### src/rtl/cad_pkg.sv
package cad_pkg;
    typedef enum logic {
        OP_ADD = 1'b0,
        OP_DIV = 1'b1
    } op_e;

    typedef enum logic {
        PS_IDLE = 1'b0,
        PS_RUN  = 1'b1
    } proc_state_e;
endpackage

### src/rtl/cad_pick.sv
module cad_pick #(
    parameter int N  = 3,
    localparam int IW = (N > 1) ? $clog2(N) : 1
) (
    input  logic [N-1:0]  idle,
    output logic          any,
    output logic [IW-1:0] sel
);
    always_comb begin
        any = |idle;
        sel = '0;
        for (int i = N - 1; i >= 0; i--) begin
            if (idle[i]) sel = IW'(i);
        end
    end
endmodule

### src/rtl/cad_fifo.sv
module cad_fifo #(
    parameter int W     = 21,
    parameter int DEPTH = 3,
    localparam int PW   = (DEPTH > 1) ? $clog2(DEPTH) : 1,
    localparam int CW   = $clog2(DEPTH + 1)
) (
    input  logic         clk,
    input  logic         rst_n,
    input  logic         push,
    input  logic [W-1:0] din,
    input  logic         pop,
    output logic [W-1:0] dout,
    output logic         empty,
    output logic         full
);
    logic [W-1:0]  mem [DEPTH];
    logic [PW-1:0] wr_ptr, rd_ptr;
    logic [CW-1:0] count;

    function automatic logic [PW-1:0] bump(input logic [PW-1:0] p);
        return (p == PW'(DEPTH - 1)) ? '0 : p + 1'b1;
    endfunction

    assign empty = (count == '0);
    assign full  = (count == CW'(DEPTH));
    assign dout  = mem[rd_ptr];

    always_ff @(posedge clk) begin
        if (!rst_n) begin
            wr_ptr <= '0;
            rd_ptr <= '0;
            count  <= '0;
        end else begin
            if (push) begin
                mem[wr_ptr] <= din;
                wr_ptr      <= bump(wr_ptr);
            end
            if (pop) rd_ptr <= bump(rd_ptr);
            if (push && !pop)      count <= count + 1'b1;
            else if (pop && !push) count <= count - 1'b1;
        end
    end
endmodule

### src/rtl/cad_proc.sv
module cad_proc
    import cad_pkg::*;
#(
    parameter int TAG_W   = 4,
    parameter int DATA_W  = 8,
    parameter int ADD_LAT = 2,
    parameter int DIV_LAT = 60,
    localparam int MAXL   = (DIV_LAT > ADD_LAT) ? DIV_LAT : ADD_LAT,
    localparam int CW     = $clog2(MAXL + 1)
) (
    input  logic              clk,
    input  logic              rst_n,
    input  logic              start,
    input  logic              op,
    input  logic [TAG_W-1:0]  tag,
    input  logic [DATA_W-1:0] opa,
    input  logic [DATA_W-1:0] opb,
    output logic              busy,
    output logic              done,
    output logic [TAG_W-1:0]  res_tag,
    output logic [DATA_W-1:0] res_data
);
    proc_state_e       state, nxt;
    logic [CW-1:0]     cnt;
    logic [TAG_W-1:0]  tag_q;
    logic [DATA_W-1:0] data_q;
    logic [DATA_W-1:0] sum, quo;

    assign sum = opa + opb;
    assign quo = (opb == '0) ? '1 : opa / opb;

    // state register
    always_ff @(posedge clk) begin
        if (!rst_n) begin
            state <= PS_IDLE;
            cnt   <= '0;
        end else begin
            state <= nxt;
            if (state == PS_IDLE && start) begin
                cnt    <= (op == OP_DIV) ? CW'(DIV_LAT - 1) : CW'(ADD_LAT - 1);
                tag_q  <= tag;
                data_q <= (op == OP_DIV) ? quo : sum;
            end else if (state == PS_RUN && cnt != '0) begin
                cnt <= cnt - 1'b1;
            end
        end
    end

    // next state
    always_comb begin
        nxt = state;
        unique case (state)
            PS_IDLE: if (start)      nxt = PS_RUN;
            PS_RUN:  if (cnt == '0)  nxt = PS_IDLE;
            default: nxt = PS_IDLE;
        endcase
    end

    // outputs
    always_comb begin
        busy = 1'b0;
        done = 1'b0;
        unique case (state)
            PS_IDLE: ;
            PS_RUN: begin
                busy = 1'b1;
                done = (cnt == '0);
            end
            default: ;
        endcase
    end

    assign res_tag  = tag_q;
    assign res_data = data_q;
endmodule

### src/rtl/cluster_dispatch.sv
module cluster_dispatch #(
    parameter int NPROC   = 3,
    parameter int TAG_W   = 4,
    parameter int DATA_W  = 8,
    parameter int ADD_LAT = 2,
    parameter int DIV_LAT = 60,
    parameter int QDEPTH  = 3,
    localparam int IW     = (NPROC > 1) ? $clog2(NPROC) : 1,
    localparam int AW     = 1 + TAG_W + 2 * DATA_W
) (
    input  logic                      clk,
    input  logic                      rst_n,
    input  logic                      loc_valid,
    output logic                      loc_ready,
    input  logic                      loc_op,
    input  logic [TAG_W-1:0]          loc_tag,
    input  logic [DATA_W-1:0]         loc_opa,
    input  logic [DATA_W-1:0]         loc_opb,
    input  logic                      net_in_valid,
    output logic                      net_in_ready,
    input  logic                      net_in_op,
    input  logic [TAG_W-1:0]          net_in_tag,
    input  logic [DATA_W-1:0]         net_in_opa,
    input  logic [DATA_W-1:0]         net_in_opb,
    output logic                      net_out_valid,
    input  logic                      net_out_ready,
    output logic                      net_out_op,
    output logic [TAG_W-1:0]          net_out_tag,
    output logic [DATA_W-1:0]         net_out_opa,
    output logic [DATA_W-1:0]         net_out_opb,
    output logic [NPROC-1:0]          res_valid,
    output logic [NPROC*TAG_W-1:0]    res_tag,
    output logic [NPROC*DATA_W-1:0]   res_data
);
    logic [NPROC-1:0] busy_v;
    logic [NPROC-1:0] start_v;
    logic             any_idle;
    logic [IW-1:0]    sel;
    logic             q_empty, q_full, q_push, q_pop;
    logic [AW-1:0]    q_dout;
    logic             dispatch;
    logic             d_op;
    logic [TAG_W-1:0] d_tag;
    logic [DATA_W-1:0] d_opa, d_opb;

    cad_pick #(.N(NPROC)) u_pick (
        .idle (~busy_v),
        .any  (any_idle),
        .sel  (sel)
    );

    // dispatch decision: local first, export when full, pull remote when idle
    always_comb begin
        loc_ready    = any_idle || !q_full;
        net_in_ready = any_idle && !loc_valid;
        q_push       = loc_valid && !any_idle && !q_full;
        dispatch     = (loc_valid && any_idle) || (net_in_valid && net_in_ready);
        if (loc_valid) begin
            d_op  = loc_op;
            d_tag = loc_tag;
            d_opa = loc_opa;
            d_opb = loc_opb;
        end else begin
            d_op  = net_in_op;
            d_tag = net_in_tag;
            d_opa = net_in_opa;
            d_opb = net_in_opb;
        end
    end

    cad_fifo #(.W(AW), .DEPTH(QDEPTH)) u_q (
        .clk   (clk),
        .rst_n (rst_n),
        .push  (q_push),
        .din   ({loc_op, loc_tag, loc_opa, loc_opb}),
        .pop   (q_pop),
        .dout  (q_dout),
        .empty (q_empty),
        .full  (q_full)
    );

    assign net_out_valid = !q_empty;
    assign q_pop         = net_out_valid && net_out_ready;
    assign {net_out_op, net_out_tag, net_out_opa, net_out_opb} = q_dout;

    for (genvar p = 0; p < NPROC; p++) begin : g_proc
        assign start_v[p] = dispatch && (sel == IW'(p));
        cad_proc #(
            .TAG_W   (TAG_W),
            .DATA_W  (DATA_W),
            .ADD_LAT (ADD_LAT),
            .DIV_LAT (DIV_LAT)
        ) u_proc (
            .clk      (clk),
            .rst_n    (rst_n),
            .start    (start_v[p]),
            .op       (d_op),
            .tag      (d_tag),
            .opa      (d_opa),
            .opb      (d_opb),
            .busy     (busy_v[p]),
            .done     (res_valid[p]),
            .res_tag  (res_tag[p*TAG_W +: TAG_W]),
            .res_data (res_data[p*DATA_W +: DATA_W])
        );
    end
endmodule

### config.mk
export PLATFORM = sky130hd
export DESIGN_NAME = cluster_dispatch
export DESIGN_NICKNAME = d
export VERILOG_FILES = /design/src/rtl/cad_pkg.sv /design/src/rtl/cad_pick.sv /design/src/rtl/cad_fifo.sv /design/src/rtl/cad_proc.sv /design/src/rtl/cluster_dispatch.sv
export SDC_FILE = /design/constraint.sdc
export NUM_CORES = 1
export LEC_CHECK = 0
export BUFFER_PORTS_ARGS = -buffer_cell sky130_fd_sc_hd__buf_2
export CAP_MARGIN = 15
export CORE_UTILIZATION = 58
export CTS_CLUSTER_DIAMETER = 200
export CTS_CLUSTER_SIZE = 8
export DETAILED_ROUTE_END_ITERATION = 7
export GPL_TIMING_DRIVEN = 0
export PLACE_DENSITY = 0.85
export SYNTH_ARGS = -nofsm -noshare
export SYNTH_HDL_FRONTEND = slang
export SYNTH_SLANG_ARGS = --single-unit
### constraint.sdc
create_clock -name clk -period 15.7 [get_ports clk]
set_input_delay 0 -clock clk [delete_from_list [all_inputs] [get_ports clk]]
set_output_delay 0 -clock clk [all_outputs]
set_load 0.01 [all_outputs]
Word level (Yosys, flattened, before mapping)
Memory sizes are Yosys's and may differ from the RTL's. A register that Yosys moved wholly into a read port is not among the register bits.
Cells that the tools add are included.
Storage, ports and cells
  flip-flop bits (word level): 63
  memory bits (writable): 63
  input port bits: 47
  logic and storage cells: 116
  memories kept: 1
Cells by class
  add/subtract/negate cells: 8
  div/mod/pow operators: 1
  equality and inequality tests: 5
  multiplexer cells: 40
  bitwise logic cells: 4
  reductions and logical operators: 42
Memory list
  u_q.mem: words 3, bits a word 21, read ports 1, clocked after memory_dff 1, wr ports 1, line cad_fifo.sv:16  | logic [W-1:0] mem [DEPTH];
Operators by type and width (number)
  2-to-1 mux 6 bit: 7
  2-to-1 mux 8 bit: 4
  zero test 6 bit: 3
  2-to-1 mux 2 bit: 9
  nonzero test 6 bit: 3
  subtractor 6 x 1 -> 6 bit, second input constant: 3
  logical AND 1 bit: 17
  2-to-1 mux 1 bit: 16
  adder 8 bit: 1
  divider 8 x 8 -> 8 bit: 1
  == test 2 bit, second input constant: 4
  zero test 8 bit: 1
  nonzero test 2 bit: 4
  adder 2 x 1 -> 2 bit, second input constant: 3
  zero test 1 bit: 6
  one-hot mux 1 bit (2 select lines): 3
  AND reduction 2 bit: 3
  zero test 2 bit: 2
  2-to-1 mux 4 bit: 1
  inverter 1 bit: 3
  inverter 3 bit: 1
  OR reduction 3 bit: 1
  == test 2 x 1 -> 1 bit, second input constant: 1
  logical OR 1 bit: 2
  subtractor 2 x 1 -> 2 bit, second input constant: 1

Longest topological paths before layout
Gate-level depths: netlist of the first run.
  depth in word-level cells: 10
  gate-level depth with buffers: 50

Hierarchy
A second synthesis of the first run with hierarchy kept.
Second synthesis, totals
  cells, all modules: 1166
  area, all modules: 11119.4 µm²
By module, submodules not included
  cad_proc at g_proc[0].u_proc ...: instances 2, cells each 321, area an instance 2665.1 µm², sequential area each 500.5 µm²
  cad_proc at g_proc[1].u_proc: instances 1, cells each 318, area an instance 2692.6 µm², sequential area each 500.5 µm²
  cad_fifo: instances 1, cells each 167, area an instance 2660.1 µm², sequential area each 2052.0 µm²
  cluster_dispatch: instances 1, cells each 36, area an instance 416.6 µm², sequential area each 0.0 µm²
  cad_pick: instances 1, cells each 3, area an instance 20.0 µm², sequential area each 0.0 µm²

Least setup slack after synthesis of the first run
OpenSTA, ideal clock, no wires.
  kind: input to register
  start point: input port loc_valid
  end point: register g_proc[0].u_proc.data_q[0] (data pin)
  setup time: 0.292 ns
  arrival: 10.579 ns
  path slack: 4.828 ns
  stages: 47
  path buffers: 4
  cell sequence: buf_6 > clkbuf_1 > buf_2 > mux2i_1 > ha_1 > a21oi_1 > ha_1 > or3_1 > and3_1 > a211oi_2 > nor2_1 > ha_1 > o211ai_1 > a21oi_1 > nand2_1 > o31ai_1 > ha_1 > a21oi_1 > [11 not listed] > nor3_1 > a2111oi_0 > nor3_1 > nor3_1 > mux2_2 > ha_1 > clkbuf_1 > nand3_1 > o31ai_1 > nor3_1 > nor2_2 > mux2_2 > ha_1 > and2_1 > o21ai_0 > o21ai_0 > o31ai_1 > a32oi_1
On the way
  longest elaborated chain between the ends: 4
  elaborated cells between the ends (all ways): 8
RTL lines
  from (decl): line cluster_dispatch.sv:13  | input logic loc_valid,
  2-to-1 mux 8 bit: line cluster_dispatch.sv:58  | if (loc_valid) begin
  divider 8 x 8 -> 8 bit or zero test 8 bit (tied branches): line cad_proc.sv:30  | assign quo = (opb == '0) ? '1 : opa / opb;
  2-to-1 mux 8 bit: line cad_proc.sv:30
  2-to-1 mux 8 bit (*): line cad_proc.sv:42  | data_q <= (op == OP_DIV) ? quo : sum;
  to (signal assigned): line cad_proc.sv:42
  to (decl): line cad_proc.sv:26  | logic [DATA_W-1:0] data_q;
Every way passes the cells marked *; elsewhere a longest branch is shown, timed or not.
A chain may end at the register's enable or synchronous reset.

Final worst setup path of the first run
  start point: input port loc_valid
  end point: register g_proc[1].u_proc.data_q[0] (data pin)
On the way
  longest elaborated chain between the ends: 4
  elaborated cells between the ends (all ways): 8
RTL lines (line)
  2-to-1 mux 8 bit: cluster_dispatch.sv:58
  divider 8 x 8 -> 8 bit or zero test 8 bit (tied branches): cad_proc.sv:30
  2-to-1 mux 8 bit: cad_proc.sv:30
  2-to-1 mux 8 bit (*): cad_proc.sv:42
  to (signal assigned): cad_proc.sv:42
  to (decl): cad_proc.sv:26
Marked as above.

==> impl_metrics.tcl, run 1 <==
set metrics [dict create \
    yosysWarnings 0 \
    path_buf_inv 5 \
    syn_nets 759 \
    worst_setup_path_start_kind "input pin" \
    cts-buffers-inserted 17 \
    pwr_density_cell_nw_per_um2 117.3 \
    htree_levels 4 \
    rsz0062_at_grt "false" \
    grt_max_degree 17 \
    synth-async-reset-ratio_pct 0 \
    fin_cells 1003 \
    nets 918 \
    drive_gt1_share_pct 22.84 \
    cp-endpoint "g_proc[1].u_proc.res_data[0]" \
    r2r_cells 8 \
    vias 6315 \
    crit_family "compound AO/OA/AOI/OAI gates" \
    tightest_slew_ps 1152 \
    rows 40 \
    dr.pass1.iters 8 \
    ioPinCount 110 \
    grt_usage_pct 33.18 \
    hpwl_um 14130 \
    vdd_drop_max_mv 0.06368 \
    cts_buffer_depth 2 \
    max_freq_mhz 76.57 \
    post_drt_wl_per_cell_um 20.92 \
    initial_core_util_pct 59.71 \
    clock_latency_ps 420 \
    status "finished, violations left" \
    synth_edf_count 99 \
    grt_pass1_wl_um 32020 \
    max_stage_delay_ps 980 \
    synth.distinct_cells 69 \
    cp.depth 47 \
    rr_endpoint "u_q.mem[1][19]" \
    hold_path_class "input pin to register" \
    holdWs_ps 50.70 \
    grt.overflow.total 0 \
    fp.dieArea_um2 12870 \
    ant_nets 0 \
    finalHoldViolCount 0 \
    final.setup.tns_ps 0 \
    route.detailed.drc 2 \
    cpMostUsedCell "ha_1" \
    cp-startpoint "loc_valid" \
    die_x_um 113.4 \
    gp_congestion 0.9151 \
    min_period_ps 13060 \
    reg2reg_from "g_proc[0].u_proc.state" \
    ff2ff_setup_slack_ps 12590 \
    io_buffer_count 107 \
    cp.required_ps 15800 \
    min_period_over_period_pct 83.18 \
    synth_ff_type "edfxtp_1" \
    area_growth_pct 23.80 \
    coreArea_um2 12060 \
    ys_seq_area_share_pct 49.34 \
    antenna_found_initial 3 \
    power_mw 1.045 \
    cts_root_buf "clkbuf_16" \
    syn_area_um2 7202 \
    fill_cells 767 \
    synthCells 660 \
    drtIter0Drc 592 \
    arrival_ps 13160 \
    power_leakage_nw 3.506 \
    clkSinkCount 128 \
    fin_util_pct 73.92 \
    cts_tree "done" \
    clk_pin_slew_worst_paths_ps 50 \
    critPathCaptureType "register" \
    cts_setup_buffers 0 \
    dp_cells 943 \
    worstPathMaxFanout 10 \
    syn-mean-instance-area_um2 10.91 \
    final-setup-viol-count 0 \
    dieHeight_um 113.4 \
    violations "design-rule violations" \
    ys_ff_latch 128 \
    wl_um 20990 \
    path_class "input pin to register" \
    vias_per_cell 6.296 \
    clock-skew-final_ps 9.030 \
    cap_violations 0 \
    first_global_vias 6213 \
    cpMaxStageDelayCell "mux2i_1" \
    drv_slew 0 \
    maxSlewHeadroom_pct 20.97 \
]
==> layer usage <==
layer	vias to the layer above	global-route usage, %	routed length (um)
li1	2800	-	-
met1	3039	37.27	7862
met2	379	58.98	10630
met3	97	6.323	1298
met4	0	19.47	1198
met5	-	0	0
==> worst min path at each step <==
stage | from | endpoint | cells after the start
6_report | rst_n | g_proc[1].u_proc.cnt[5] | 2
5_1_grt | net_out_ready | u_q.rd_ptr[1] | 4
4_1_cts | rst_n | g_proc[1].u_proc.cnt[3] | 2
3_5_place_dp | loc_tag[1] | u_q.mem[0][17] | 1
3_3_place_gp | loc_opb[4] | u_q.mem[0][4] | 1
2_1_floorplan | loc_opb[0] | u_q.mem[0][0] | 0
==> kinds of logic after synthesis <==
kind of cell	share of synthesized area, %
compound gates	13.97
xor+xnor	2.311
fa+ha+maj	9.138
buf+inv	3.457
flops	49.34
mux	9.243
simple gates	12.54
==> report_power, final <==
part	switching [mW]	leakage [nW]	internal (mW)	total, mW
Combinational	0.148	2.08	0.104	0.252
Sequential	0.0107	1.14	0.383	0.394
Clock	0.150	0.288	0.249	0.399
Total	0.309	3.51	0.737	1.05
==> cell type report <==
class | count | area, um2 | area share [%]
Sequential cell | 128 | 3553 | 39.85
Multi-Input combinational cell | 471 | 3420 | 38.35
Timing Repair Buffer | 140 | 883.3 | 9.907
Clock buffer | 18 | 429.2 | 4.813
Tap cell | 168 | 210.2 | 2.358
Clock inverter | 14 | 163.9 | 1.838
Inverter | 41 | 153.9 | 1.726
Buffer | 20 | 95.09 | 1.067
Antenna cell | 3 | 7.507 | 0.08420
==> flip-flops by register name, summed over array words and instances, names as in the netlist, named ones only <==
signal / count
g_proc.u_proc.res_tag: 12
g_proc.u_proc.state: 3
g_proc.u_proc.cnt: 18
g_proc.u_proc.res_data: 24
u_q.wr_ptr: 2
u_q.count: 2
u_q.mem: 63
u_q.rd_ptr: 2
==> cells in the mapped netlist (3+ instances only) <==
library cell,number,area (um2)
a21oi_1,36,180.2
buf_1,3,11.26
and2_1,6,37.54
or3_1,6,37.54
mux2i_1,44,440.4
o21ai_0,41,205.2
xnor2_1,9,78.83
inv_1,41,153.9
buf_4,3,22.52
nor3b_1,5,37.54
nand3b_1,4,30.03
ha_1,51,638.1
o21a_1,12,90.09
dfxtp_1,29,580.6
a21o_1,5,37.54
nor2b_1,7,43.79
a31oi_1,5,31.28
a211oi_1,4,30.03
o31ai_1,4,30.03
clkbuf_1,12,45.04
nor2_1,51,191.4
nand2_1,44,165.2
nand3_1,11,55.05
o211ai_1,6,45.04
nand2b_1,3,18.77
nor3_1,31,155.2
xor2_1,10,87.58
edfxtp_1,99,2973
nand4_1,3,18.77
a22oi_1,6,45.04
mux2_2,20,225.2
==> through the flow <==
stage                     instance area [um2]  setup slack, ps
after floorplan                          7202             4828
after global placement                   7948             2856
after detailed placement                 8065             2516
after CTS                                8909             2868
after global routing                     8916             1556
final                                    8916             2641
==> cells in the final DEF (no fill, tap or decap), types with 3 or more instances in the layout <==
cell / netlist / layout
buf_2: 1 / 108
edfxtp_1: 99 / 99
nor2_1: 51 / 51
ha_1: 51 / 51
nand2_1: 44 / 44
mux2i_1: 44 / 44
inv_1: 41 / 41
o21ai_0: 41 / 41
a21oi_1: 36 / 36
nor3_1: 31 / 29
dfxtp_1: 29 / 29
dlygate4sd3_1: 0 / 25
mux2_2: 20 / 20
clkbuf_16: 0 / 17
clkbuf_1: 12 / 13
o21a_1: 12 / 12
nand3_1: 11 / 11
xor2_1: 10 / 10
xnor2_1: 9 / 9
buf_6: 1 / 7
nor2b_1: 7 / 7
o211ai_1: 6 / 6
or3_1: 6 / 6
and2_1: 6 / 6
a22oi_1: 6 / 6
a21o_1: 5 / 5
a31oi_1: 5 / 5
o31ai_1: 4 / 4
nand3b_1: 4 / 4
a211oi_1: 4 / 4
clkinv_2: 0 / 4
diode_2: 0 / 3
nand2b_1: 3 / 3
nand4_1: 3 / 3
buf_1: 3 / 3
nor3b_1: 5 / 3
buf_4: 3 / 3
bufinv_16: 0 / 3
inv_6: 0 / 3
==> repair_timing <==
item,CTS,global route
endpoints found under the hold margin,75,0
hold buffers,25,0
gates resized for setup,0,0
(Power assumes the default switching activity.)
==> run 2, diff against run 1 <==
clock period = 13.2 ns   (was 15.7 ns; I/O delays follow)
==> impl_metrics.tcl, run 2 (same netlist as run 1, synthesis figures left out) <==
set metrics [dict create \
    cpMaxStageDelayCell "or4b_1" \
    power_leakage_nw 3.501 \
    ant_nets 0 \
    pre_cts_ws_ps 15.55 \
    post_drt_wl_per_cell_um 21.05 \
    top_register "u_q.mem" \
    grt_pass1_wl_um 32020 \
    clk_pin_slew_worst_paths_ps 60 \
    coreArea_um2 12060 \
    ioPinCount 110 \
    vdd_drop_max_mv 0.07706 \
    maxSlewHeadroom_pct 33.19 \
    rows 40 \
    tightest_slew_ps 997.7 \
    path_class "input pin to register" \
    cts_setup_buffers 0 \
    hpwl_um 14130 \
    initial_core_util_pct 59.71 \
    area_growth_pct 24.36 \
    fill_cells 760 \
    layout_commonest_cell "buf_2" \
    min_period_over_period_pct 93.70 \
    clock_latency_ps 420 \
    finalHoldViolCount 0 \
    final_cell_mix "buf_2 (108), edfxtp_1 (99), nor2_1 (51), ha_1 (51), nand2_1 (44)" \
    route.detailed.drc 0 \
    multi_input_area_um2 3457 \
    cpMostUsedCell "ha_1" \
    cp.required_ps 13300 \
    critPathCaptureType "register" \
    nets 918 \
    dieHeight_um 113.4 \
    dr.pass1.iters 8 \
    clock-skew-final_ps 8.705 \
    worst_setup_path_start_kind "input pin" \
    worst_slack_ps 831.6 \
    max_stage_delay_ps 630 \
    vias_per_cell 6.258 \
    path_buf_inv 4 \
    largest_register_ffs 63 \
    htree_levels 4 \
    clkSinkCount 128 \
    drive_gt1_share_pct 23.44 \
    grt.overflow.total 0 \
    fin_cells 1004 \
    grt_max_degree 17 \
    antenna_found_initial 3 \
    wl_um 21140 \
    grt_usage_pct 33.18 \
    hold_path_class "input pin to register" \
    status "completed" \
    worstPathMaxFanout 9 \
    min_period_ps 12370 \
    regArea_um2 3553 \
    cap_violations 0 \
    rsz0062_at_grt "false" \
    cts_tree "done" \
    first_global_vias 6213 \
    cts-buffers-inserted 17 \
    io_buffer_count 107 \
    gp_congestion 0.9151 \
    cts_buffer_depth 2 \
    cts_root_buf "clkbuf_16" \
    drv_slew 0 \
    crit_family "compound AO/OA/AOI/OAI gates" \
    dp_cells 943 \
    max_freq_mhz 80.85 \
    die_x_um 113.4 \
    drtIter0Drc 651 \
    vias 6283 \
    pwr_density_cell_nw_per_um2 139.7 \
    final.setup.tns_ps 0 \
    arrival_ps 12470 \
    fp.dieArea_um2 12870 \
    final-setup-viol-count 0 \
]
==> run 2: cell types whose count changed in the layout (fill, tap and decap cells not counted), moves of 2 or more <==
cell	change
mux2i_1	-3
a2111oi_0	-2
a2111oi_1	+2
mux2i_2	+2
nor3_1	-2
nor3_2	+2
==> run 2: area by class of cell <==
type | count | area share [%]
antenna | 4 | 0.1118
buffer | 20 | 1.062
clock buffer | 18 | 4.792
clock inverter | 14 | 1.830
inverter | 41 | 1.718
multi-input combinational | 471 | 38.60
sequential | 128 | 39.68
tap | 168 | 2.347
timing repair buffer | 140 | 9.863
==> run 2: worst paths after layout <==
check,from,end,slack (ps),cells after the start
setup / recovery,loc_opb[6],g_proc[1].u_proc.res_data[0],830,48
hold reg to reg,g_proc[0].u_proc.cnt[5],g_proc[0].u_proc.cnt[5],480,2
hold / removal,net_out_ready,u_q.rd_ptr[1],50,4
setup reg to reg,g_proc[0].u_proc.state,u_q.mem[1][19],10080,8
==> run 2: metal layers <==
| layer | share of wire [%] | GRT usage [%] | vias up | wire length, um |
|---|---|---|---|---|
| li1 | - | - | 2797 | - |
| met1 | 37 | 37.27 | 3010 | 7790 |
| met2 | 51 | 58.98 | 374 | 10790 |
| met3 | 6.8 | 6.323 | 102 | 1433 |
| met4 | 5.3 | 19.47 | 0 | 1119 |
| met5 | 0 | 0 | - | 0 |
==> run 2: worst register-to-register path, stage by stage (launching register included) <==
cell and delay [ps]:
dfxtp_1 300, clkbuf_1 280, nand2_1 190, nor2_1 330, nand3_1 260, inv_1 160
nand2_1 170, nor3b_2 880, buf_8 250
==> run 2: stage by stage <==
| stage | utilization (%) | hold WS (ps) | cell area (um2) | power [mW] |
|---|---|---|---|---|
| finish | 74.25 | 47.72 | 8956 | 1.251 |
| floorplan | - | 98.87 | 7202 | 0.6750 |
| global placement | 65.89 | 220.6 | 7948 | 0.7324 |
| CTS | 73.86 | 27.84 | 8909 | 1.231 |
| global route | 74.23 | 65.45 | 8954 | 1.295 |
| detailed placement | 66.87 | 226.1 | 8065 | 0.7536 |
==> run 2: what timing repair did <==
item | in CTS | in global routing
hold buffers | 25 | 0
resized for setup | 0 | 9
endpoints found under the setup margin | 0 | 3
endpoints found under the hold margin | 75 | 0
==> run 2: where the power goes <==
group | total (mW) | internal [mW] | switching [mW]
clock | 0.477 | 0.297 | 0.181
sequential | 0.468 | 0.456 | 0.0128
combinational | 0.305 | 0.126 | 0.180
